<file path="src/rtl/dcmp_pkg.sv">
package dcmp_pkg;
  localparam int EXP_W   = 11;
  localparam int MAN_W   = 52;
  localparam int ELEM_W  = 1 + EXP_W + MAN_W;
  localparam int REG_W   = 2 * ELEM_W;
  localparam int IMM_W   = 8;
  localparam int PRED_W  = 3;
  localparam int NUM_OPS = 2;

  typedef enum logic [PRED_W-1:0] {
    P_EQ    = 3'd0,
    P_LT    = 3'd1,
    P_LE    = 3'd2,
    P_UNORD = 3'd3,
    P_NE    = 3'd4,
    P_NLT   = 3'd5,
    P_NLE   = 3'd6,
    P_ORD   = 3'd7
  } pred_e;

  typedef struct packed {
    logic              sign;
    logic [ELEM_W-2:0] mag;
    logic              is_nan;
    logic              is_snan;
    logic              is_zero;
  } fpcls_t;
endpackage

</file>
<file path="src/rtl/dcmp_classify.sv">
module dcmp_classify
  import dcmp_pkg::*;
(
  input  logic [ELEM_W-1:0] elem,
  output fpcls_t            cls
);
  logic [EXP_W-1:0] exp_f;
  logic [MAN_W-1:0] man_f;
  logic             exp_max;
  logic             man_nz;

  always_comb begin
    exp_f   = elem[ELEM_W-2 -: EXP_W];
    man_f   = elem[MAN_W-1:0];
    exp_max = &exp_f;
    man_nz  = |man_f;
    cls.sign    = elem[ELEM_W-1];
    cls.mag     = elem[ELEM_W-2:0];
    cls.is_nan  = exp_max & man_nz;
    cls.is_snan = exp_max & man_nz & ~man_f[MAN_W-1];
    cls.is_zero = ~|elem[ELEM_W-2:0];
  end
endmodule

</file>
<file path="src/rtl/dcmp_relate.sv">
module dcmp_relate
  import dcmp_pkg::*;
(
  input  fpcls_t op_a,
  input  fpcls_t op_b,
  output logic   unord,
  output logic   equal,
  output logic   less
);
  logic both_zero;
  logic mag_lt;
  logic mag_gt;

  always_comb begin
    unord     = op_a.is_nan | op_b.is_nan;
    both_zero = op_a.is_zero & op_b.is_zero;
    mag_lt    = op_a.mag < op_b.mag;
    mag_gt    = op_a.mag > op_b.mag;
    equal     = ~unord & (both_zero | ((op_a.sign == op_b.sign) && (op_a.mag == op_b.mag)));
    if (unord || both_zero) begin
      less = 1'b0;
    end else if (op_a.sign != op_b.sign) begin
      less = op_a.sign;
    end else if (op_a.sign) begin
      less = mag_gt;
    end else begin
      less = mag_lt;
    end
  end
endmodule

</file>
<file path="src/rtl/dcmp_predicate.sv">
module dcmp_predicate
  import dcmp_pkg::*;
(
  input  pred_e pred,
  input  logic  unord,
  input  logic  equal,
  input  logic  less,
  input  logic  any_snan,
  output logic  hit,
  output logic  invalid
);
  logic signalling_kind;

  always_comb begin
    unique case (pred)
      P_EQ:    hit = equal;
      P_LT:    hit = less;
      P_LE:    hit = less | equal;
      P_UNORD: hit = unord;
      P_NE:    hit = ~equal;
      P_NLT:   hit = ~less;
      P_NLE:   hit = ~(less | equal);
      default: hit = ~unord;
    endcase
    signalling_kind = (pred == P_LT) || (pred == P_LE) || (pred == P_NLT) || (pred == P_NLE);
    invalid         = signalling_kind ? unord : any_snan;
  end
endmodule

</file>
<file path="src/rtl/dcmp_scalar_unit.sv">
module dcmp_scalar_unit
  import dcmp_pkg::*;
(
  input  logic             clk,
  input  logic             rst_n,
  input  logic             in_valid,
  input  logic [REG_W-1:0] dst_opnd,
  input  logic [REG_W-1:0] src_opnd,
  input  logic [IMM_W-1:0] pred_imm,
  output logic             res_valid,
  output logic [REG_W-1:0] res_data,
  output logic             res_invalid
);
  localparam int HI_W = REG_W - ELEM_W;

  logic [ELEM_W-1:0] elems [NUM_OPS];
  fpcls_t            cls   [NUM_OPS];

  logic unord, equal, less, hit, invalid_c;
  logic unused_upper;

  logic             valid_d;
  logic [REG_W-1:0] data_d;
  logic             inv_d;

  assign elems[0]     = dst_opnd[ELEM_W-1:0];
  assign elems[1]     = src_opnd[ELEM_W-1:0];
  assign unused_upper = ^{src_opnd[REG_W-1:ELEM_W], pred_imm[IMM_W-1:PRED_W]};

  genvar gi;
  generate
    for (gi = 0; gi < NUM_OPS; gi++) begin : g_cls
      dcmp_classify u_cls (
        .elem (elems[gi]),
        .cls  (cls[gi])
      );
    end
  endgenerate

  dcmp_relate u_rel (
    .op_a  (cls[0]),
    .op_b  (cls[1]),
    .unord (unord),
    .equal (equal),
    .less  (less)
  );

  dcmp_predicate u_pred (
    .pred     (pred_e'(pred_imm[PRED_W-1:0])),
    .unord    (unord),
    .equal    (equal),
    .less     (less),
    .any_snan (cls[0].is_snan | cls[1].is_snan),
    .hit      (hit),
    .invalid  (invalid_c)
  );

  always_comb begin
    valid_d = in_valid;
    data_d  = {dst_opnd[REG_W-1 -: HI_W], {ELEM_W{hit}}};
    inv_d   = invalid_c;
  end

  always_ff @(posedge clk or negedge rst_n) begin
    if (!rst_n) begin
      res_valid <= 1'b0;
    end else begin
      res_valid <= valid_d;
    end
  end

  always_ff @(posedge clk) begin
    if (in_valid) begin
      res_data    <= data_d;
      res_invalid <= inv_d;
    end
  end
endmodule

</file>
<file path="config.mk">
export PLATFORM = sky130hd
export DESIGN_NAME = dcmp_scalar_unit
export DESIGN_NICKNAME = d
export VERILOG_FILES = /design/src/rtl/dcmp_pkg.sv /design/src/rtl/dcmp_classify.sv /design/src/rtl/dcmp_relate.sv /design/src/rtl/dcmp_predicate.sv /design/src/rtl/dcmp_scalar_unit.sv
export SDC_FILE = /design/constraint.sdc
export NUM_CORES = 1
export LEC_CHECK = 0
export BUFFER_PORTS_ARGS = -buffer_cell sky130_fd_sc_hd__buf_2
export CORE_AREA = 2 2 153 155
export DETAILED_ROUTE_END_ITERATION = 8
export DIE_AREA = 0 0 155 157
export PLACE_DENSITY = 0.48
export SKIP_LAST_GASP = 1
export SYNTH_ARGS = -nofsm -noshare
export SYNTH_HDL_FRONTEND = slang
export SYNTH_SLANG_ARGS = --single-unit
</file>
<file path="constraint.sdc">
create_clock -name clk -period 2.26 [get_ports clk]
set_clock_uncertainty 0.15 [all_clocks]
set_input_delay 0.226 -clock clk [delete_from_list [all_inputs] [get_ports clk]]
set_output_delay 0.226 -clock clk [all_outputs]
set_load 0.1 [all_outputs]
</file>
Word-level counts from Yosys, hierarchy flattened
Cells that the tools add are included.
{"block": "word_totals", "ff_bits": 130, "latchBits": 0, "ram_bits": 0, "romBits": 0, "input_bits": 267, "output_inout_bits": 130, "word_cells": 49, "memories": 0}
{"block": "classes", "add_sub_neg": 0, "mul": 0, "div_mod_pow": 0, "order_cmp": 2, "eq_ne": 9, "shifts": 0, "muxes": 5, "bitwise": 16, "n_reduce_logical": 14}
{"operator": "63-bit OR reduction", "count": 2}
{"operator": "52-bit OR reduction", "count": 2}
{"operator": "63-bit equality test", "count": 1}
{"operator": "63-bit > comparator", "count": 1}
{"operator": "63-bit less-than comparator", "count": 1}
{"operator": "11-bit AND reduction", "count": 2}
{"operator": "3-bit equality test, second input constant", "count": 3}
{"operator": "1-bit case mux with 7 select lines", "count": 1}
{"operator": "1-bit AND", "count": 6}
{"operator": "3-bit by 2-bit equality test with 1-bit output, second input constant", "count": 2}
{"operator": "1-bit NOT", "count": 6}
{"operator": "1-bit logical OR", "count": 4}
{"operator": "1-bit 2-to-1 mux", "count": 4}
{"operator": "1-bit OR", "count": 4}
{"operator": "3-bit by 1-bit equality test with 1-bit output, second input constant", "count": 1}
{"operator": "3-bit logical NOT", "count": 1}
{"operator": "1-bit logical NOT", "count": 2}
{"operator": "1-bit equality test", "count": 1}
{"operator": "1-bit logical AND", "count": 1}
{"operator": "1-bit != test", "count": 1}

Logic depth before layout (Yosys ltp)
Gate-level depths: netlist of the first run.
{"block": "depth", "word_depth": 8, "depth_mapped": 11, "ltp_nobuf": 11}

Hierarchy
A second synthesis of the first run with hierarchy kept.
{"block": "hier_totals", "hier_cells": 556, "area_unflattened_um2": 5529.1}
{"mod": "dcmp_scalar_unit", "n_inst": 1, "cells_per_inst": 131, "area_each_um2": 2486.1, "seq_area_each_um2": 2006.9}
{"mod": "dcmp_relate", "n_inst": 1, "cells_per_inst": 233, "area_each_um2": 1646.6, "seq_area_each_um2": 0.0}
{"mod": "dcmp_classify", "n_inst": 2, "cells_per_inst": 93, "area_each_um2": 670.6, "seq_area_each_um2": 0.0}
{"mod": "dcmp_predicate", "n_inst": 1, "cells_per_inst": 6, "area_each_um2": 55.1, "seq_area_each_um2": 0.0}

Worst setup path after synthesis of the first run
No wires, ideal clock.
{"block": "synth_path", "path_kind": "reg-to-output", "from": "register res_data[63] (netlist name)", "to": "output res_data[10]", "arrival_time_ns": 2.394, "t_required_ns": 1.884, "slack_ns": -0.510, "stages_incl_launch_ff": 2, "path_buffers": 1, "cell_sequence": "edfxtp_1 buf_4"}
{"element": "to (decl)", "line": "dcmp_scalar_unit.sv:11", "rtl": "output logic [REG_W-1:0] res_data,"}

Worst setup path after layout of the first run
{"block": "layout_path", "from": "input dst_opnd[45]", "to": "register res_data[63], data pin"}
{"block": "layout_via", "elab_chain_len": 8, "word_cells_on_any_way": 22, "classes_between": "order compare: 2; eq/ne: 1; mux: 4; bitwise: 10; reduce/logical: 5"}
{"element": "from (decl)", "line": "dcmp_scalar_unit.sv:7", "rtl": "input logic [REG_W-1:0] dst_opnd,"}
{"element": "parallel branches: the longest is 7 deep, another holds 63-bit less-than comparator"}
{"element": "1-bit case mux with 7 select lines *", "line": "dcmp_predicate.sv:15", "rtl": "unique case (pred)"}
{"element": "net hit", "line": "dcmp_scalar_unit.sv:19", "rtl": "logic unord, equal, less, hit, invalid_c;"}
{"element": "to (signal assigned)", "line": "dcmp_scalar_unit.sv:74", "rtl": "res_data <= data_d;"}
Mark *: on every way through the listed nets, which the timed path passes.
A chain may end at the register's enable or synchronous reset.

==> flow_summary.json, run 1 <==
{
  "wl_per_cell_um": 14.6,
  "peakVddDrop_mv": 0.339,
  "n_fill_cell": 2142,
  "htree_levels": 3,
  "synth-seq-cells": 67,
  "firstDrtPassIters": 4,
  "p_leak_nw": 4.24,
  "antenna_found_initial": 1,
  "p_sw_share_pct": 44.9,
  "synthMuxAreaShare_pct": 0,
  "worstPathMaxFanout": 4,
  "synthXorXnorAreaFrac_pct": 0.192,
  "fin_crit_ns": 2.48,
  "vias": 4698,
  "wl_met3_um": 1190,
  "rows": 55,
  "drc": 0,
  "crit_type": "in -> reg",
  "core-area_mm2": 0.0225,
  "wl_met2_um": 8390,
  "preCtsSetupSlack_ns": -0.692,
  "wl_met1_um": 6670,
  "io_pins": 397,
  "ys_dominant_reg_cell": "edfxtp_1",
  "highest_layer": "met5",
  "rsz0062_at_grt": "yes",
  "synth_top_family_by_area": "adder cells",
  "routed_wl_um": 16400,
  "startpoint": "dst_opnd[45]",
  "combPwrFrac_pct": 53.5,
  "die_h_um": 157,
  "finalPower_mw": 6.32,
  "start_util_pct": 20.3,
  "path_clk_slew_ns": 0.05,
  "die_w_um": 155,
  "place_area_mm2": 0.00769,
  "clock_sinks": 67,
  "slew_viol_final": 0,
  "worst_ep_required_time_ns": 2.30,
  "synth.distinct_cells": 42,
  "grt_remaining_overflow": 0,
  "synthAdderAreaFrac_pct": 17.2,
  "ys_async_sr_fraction_pct": 1.49,
  "syn-instance-count": 426,
  "nNetsFinal": 1165,
  "violations": "negative setup slack",
  "setup_viol": 1,
  "p_int_mw": 3.49,
  "min_path_type": "in -> async",
  "grt_pass1_wl_um": 24300,
  "worst_setup_path_start_kind": "input port",
  "synthesis.area_mm2": 0.00457,
  "crit_end": "res_data[63]",
  "maxCapViolations": 0,
  "ys_seq_area_share_pct": 43.9,
  "grt.total_usage_pct": 12.7,
  "fmax_mhz": 404,
  "drive_gt1_share_pct": 54.9,
  "outcome": "finished with violations",
  "hold_viol_final": 0,
  "grt_pass1_vias": 4652,
  "ant_nets": 0,
  "clockBufferDepth": 2,
  "tightest_slew_ns": 0.528,
  "io_buffers": 327,
  "cts_tree": "done",
  "synth_edf_count": 66,
  "syn_area_per_cell_um2": 10.7,
  "cellPowerDensity_mw_per_mm2": 703,
  "die_area_mm2": 0.0243,
  "final_area_mm2": 0.00900,
  "clockPowerShare_pct": 22.7,
  "grt_max_degree": 50,
  "synth_warnings": 0,
  "antenna_cells": 0,
  "pwr-share-seq_pct": 23.8,
  "cts_buffers": 9,
  "hpwl_um": 13500,
  "syn-num-nets": 756,
  "tns_ns": -0.217,
  "period_share_pct": 110,
  "regArea_mm2": 0.00201,
  "vias_per_cell": 4.18,
  "synth-compound-area-share_pct": 7.61,
  "synthSimpleGateAreaFrac_pct": 15.4,
  "multi_input_area_mm2": 0.00214,
  "drt_iter0_drc": 163,
  "timing.critical_path.to_type": "flip-flop",
  "cts_root_buffer": "clkbuf_16",
  "gp_congestion": 0.871,
  "max_slew_margin_pct": 65.0,
  "area_growth_pct": 96.9,
  "worst_slack_ns": -0.217,
  "cp.arrival_ns": 2.52,
  "p_switching_mw": 2.84
}
==> metal layers <==
metal,vias to the layer above,global-route usage (%)
met2,205,23.1
met3,15,3.50
met1,2132,15.0
met5,-,0
met4,2,2.34
li1,2344,-
==> cell usage after synthesis (2+ instances only) <==
cell      number  area [um2]
a221o_1        2        20.0
nor3b_1        2        15.0
a211o_1        3        26.3
or4_1          2        15.0
and4_1         4        35.0
o21ai_0        8        40.0
buf_4         63         473
nor4_1        34         213
a21oi_1       25         125
nand4_1       21         131
inv_1         64         240
nand3_1       14        70.1
nand2b_1       3        18.8
edfxtp_1      66        1980
nor2_1         5        18.8
a21o_1         6        45.0
nand2_1       17        63.8
ha_1          63         788
==> power groups by stage <==
| stage | combinational (mW) | clock (mW) | sequential (mW) |
|---|---|---|---|
| floorplan | 1.53 | 0 | 2.26 |
| global placement | 3.24 | 0 | 1.52 |
| detailed placement | 3.24 | 0 | 1.53 |
| CTS | 3.39 | 1.47 | 1.50 |
| global route | 3.51 | 1.53 | 1.51 |
| finish | 3.38 | 1.44 | 1.50 |
==> layout make-up <==
cell class / count / area share [%]
Multi-Input combinational cell: 232 / 23.8
Clock buffer: 9 / 2.50
Tap cell: 285 / 3.96
Clock inverter: 6 / 0.904
Sequential cell: 67 / 22.3
Inverter: 64 / 2.89
Timing Repair Buffer: 461 / 43.6
==> cells by family after synthesis <==
family	after synthesis
xor gates and xnor gates	1
DFF	67
buffers and inverters	127
and+or+nand+nor	113
AOI/OAI and AO/OA	55
adders and majority gates	63
==> repair_timing <==
action                                  CTS  global route
endpoints found under the setup margin    1             1
endpoints found under the hold margin    65             0
pin swaps                                21             2
setup buffers                             4             0
hold buffers                             65             0
resized for setup                        56             4
==> registers in the layout, summed over array words and instances (netlist names) <==
signal	cells
res_invalid	1
res_data	65
res_valid	1
==> worst max-delay path, cell delays in order <==
cell	delay (ns)
buf_2	0.12
ha_4	0.26
and4_1	0.21
nor4bb_4	0.31
and3_4	0.24
nor3b_2	0.15
and4b_1	0.23
a21o_1	0.18
a211o_1	0.27
a211o_1	0.25
nand3_2	0.07
==> worst min-delay path by stage <==
stage           endpoint  slack [ns]
6_report       res_valid        0.09
5_1_grt        res_valid        0.08
4_1_cts        res_valid        0.05
3_5_place_dp   res_valid       -0.15
3_3_place_gp   res_valid       -0.15
2_1_floorplan  res_valid       -0.22
==> layout by cell type (no fill, tap or decap), types with 2 or more instances in the layout <==
| cell | Yosys | layout |
|---|---|---|
| a211o_1 | 3 | 3 |
| dlygate4sd3_1 | 0 | 65 |
| a221o_1 | 2 | 2 |
| a21oi_1 | 25 | 24 |
| nand2b_1 | 3 | 3 |
| edfxtp_1 | 66 | 66 |
| nor2_1 | 5 | 5 |
| nand3_1 | 14 | 14 |
| a21o_1 | 6 | 6 |
| o21ai_0 | 8 | 8 |
| nor3b_1 | 2 | 2 |
| ha_1 | 63 | 44 |
| nand2_1 | 17 | 16 |
| ha_4 | 0 | 19 |
| nor4_1 | 34 | 28 |
| clkinv_1 | 0 | 2 |
| buf_12 | 0 | 67 |
| inv_4 | 0 | 3 |
| buf_6 | 0 | 16 |
| and4_1 | 4 | 3 |
| inv_2 | 0 | 13 |
| inv_1 | 64 | 47 |
| nand4_1 | 21 | 21 |
| buf_2 | 0 | 242 |
| bufinv_16 | 0 | 2 |
| or4_1 | 2 | 2 |
| clkbuf_16 | 0 | 9 |
| nor4_2 | 0 | 6 |
| buf_4 | 63 | 70 |
==> metrics by stage <==
stage / hold WS [ns] / std cells / utilization [%]
final: 0.0871 / 1124 / 40.0
after global routing: 0.0829 / 1124 / 40.0
after CTS: 0.0458 / 1124 / 39.9
after detailed placement: -0.149 / 1041 / 34.2
after global placement: -0.150 / 1041 / 34.2
after floorplan: -0.220 / 426 / -
(Power assumes the default switching activity.)
==> run 2: changes to the inputs <==
--- a/config.mk
+++ b/config.mk
@@ -9,7 +9,7 @@
 export CORE_AREA = 2 2 153 155
 export DETAILED_ROUTE_END_ITERATION = 8
 export DIE_AREA = 0 0 155 157
-export PLACE_DENSITY = 0.48
+export PLACE_DENSITY = 0.58
 export SKIP_LAST_GASP = 1
 export SYNTH_ARGS = -nofsm -noshare
 export SYNTH_HDL_FRONTEND = slang
==> flow_summary.json, run 2 (synthesis results as in run 1) <==
{
  "vias": 4849,
  "die_area_mm2": 0.0243,
  "pwr-share-seq_pct": 23.4,
  "clockPowerShare_pct": 23.3,
  "p_switching_mw": 2.90,
  "start_util_pct": 20.3,
  "min_path_type": "in -> async",
  "cp.arrival_ns": 2.55,
  "p_sw_share_pct": 45.0,
  "layout_common_cells": "buf_2 (242), buf_4 (84), buf_12 (68), edfxtp_1 (66), dlygate4sd3_1 (65)",
  "rsz0062_at_grt": "yes",
  "timing.critical_path.to_type": "flip-flop",
  "hpwl_um": 14000,
  "outcome": "finished with violations",
  "routed_wl_um": 17700,
  "wl_per_cell_um": 15.4,
  "p_leak_nw": 4.34,
  "drt_iter0_drc": 176,
  "worst_ep_required_time_ns": 2.31,
  "slew_viol_final": 0,
  "maxCapViolations": 0,
  "crit_type": "in -> reg",
  "area_growth_pct": 100,
  "dp.cells": 1058,
  "top_regs": "res_data: 65 flops, res_invalid: 1 flops, res_valid: 1 flops",
  "htree_levels": 3,
  "worstPathMaxFanout": 4,
  "grt_pass1_vias": 4884,
  "worst_slack_ns": -0.245,
  "period_share_pct": 111,
  "tightest_slew_ns": 0.516,
  "largest-register": "res_data",
  "grt.total_usage_pct": 13.8,
  "fmax_mhz": 399,
  "setup_viol": 1,
  "drc": 0,
  "vias_per_cell": 4.24,
  "cts_root_buffer": "clkbuf_16",
  "firstDrtPassIters": 7,
  "worst_setup_path_start_kind": "input port",
  "layoutNonFillerInstCount": 1144,
  "cellPowerDensity_mw_per_mm2": 703,
  "clockBufferDepth": 2,
  "grt_remaining_overflow": 0,
  "fin_crit_ns": 2.50,
  "nNetsFinal": 1183,
  "clock_sinks": 67,
  "peakVddDrop_mv": 0.359,
  "max_slew_margin_pct": 65.6,
  "gp_congestion": 0.855,
  "final_common_cell": "buf_2",
  "preCtsSetupSlack_ns": -0.663,
  "io_buffers": 327,
  "rows": 55,
  "io_pins": 397,
  "violations": "negative setup slack",
  "cts_tree": "done",
  "fin_util_pct": 40.7,
  "hold_viol_final": 0,
  "die_w_um": 155,
  "grt_max_degree": 46,
  "die_h_um": 157,
  "largest_reg_flops": 65,
  "path_clk_slew_ns": 0.06,
  "p_int_mw": 3.54,
  "combPwrFrac_pct": 53.4,
  "cts_buffers": 9,
  "antenna_found_initial": 3,
  "ant_nets": 0,
  "grt_pass1_wl_um": 26100,
  "drive_gt1_share_pct": 55.6,
  "core-area_mm2": 0.0225
}
[run 2: stage by stage]
step | power (mW) | area, um2 | hold WS, ns | setup TNS, ns
after floorplan | 3.78 | 4680 | -0.220 | -32.47
after global placement | 4.79 | 7830 | -0.149 | -0.779
after detailed placement | 4.81 | 7830 | -0.148 | -0.807
after CTS | 6.47 | 9160 | 0.0433 | -0.212
after global routing | 6.66 | 9160 | 0.0657 | -0.403
final | 6.44 | 9160 | 0.0663 | -0.245
[run 2: final timing paths]
kind,start,end,depth (start not counted)
max,dst_opnd[41],res_data[63],11
min,rst_n,res_valid,2
max in group asynchronous,rst_n,res_valid,2
min in group clk,pred_imm[2],res_data[63],4
[run 2: critical path: stages]
cell and delay, ns:
buf_2 0.13, ha_4 0.27, and4_1 0.21, nor4bb_4 0.34, and3_4 0.24, nor3b_2 0.15
and4b_1 0.23, a21o_1 0.18, a211o_1 0.27, a211o_1 0.25, nand3_2 0.07
[run 2: area by class of cell]
| class | instances | area [um2] |
|---|---|---|
| Clock buffer | 9 | 225 |
| Inverter | 64 | 265 |
| Multi-Input combinational cell | 232 | 2110 |
| Timing Repair Buffer | 479 | 4090 |
| Fill cell | 2089 | 13300 |
| Clock inverter | 7 | 98.8 |
| Tap cell | 285 | 357 |
| Antenna cell | 1 | 2.50 |
| Sequential cell | 67 | 2010 |
[run 2: layer usage]
metal,up-vias,GRT usage (%),share of wire (%)
li1,2382,-,-
met1,2197,15.9,40
met2,233,24.7,50
met3,33,3.74,7.9
met4,4,4.54,2.3
met5,-,0,0.15
[run 2: what timing repair did]
item,in CTS,in global routing
resized for setup,63,1
hold endpoints to repair,65,0
endpoints found under the setup margin,1,1
pin swaps,23,0
buffers inserted,4,0
hold buffers,65,0
[run 2: power by group through the flow]
stage | Combinational [mW] | Clock, mW | Sequential (mW)
2_1_floorplan | 1.53 | 0 | 2.26
3_3_place_gp | 3.27 | 0 | 1.52
3_5_place_dp | 3.28 | 0 | 1.53
4_1_cts | 3.44 | 1.53 | 1.50
5_1_grt | 3.56 | 1.58 | 1.51
6_report | 3.44 | 1.50 | 1.51
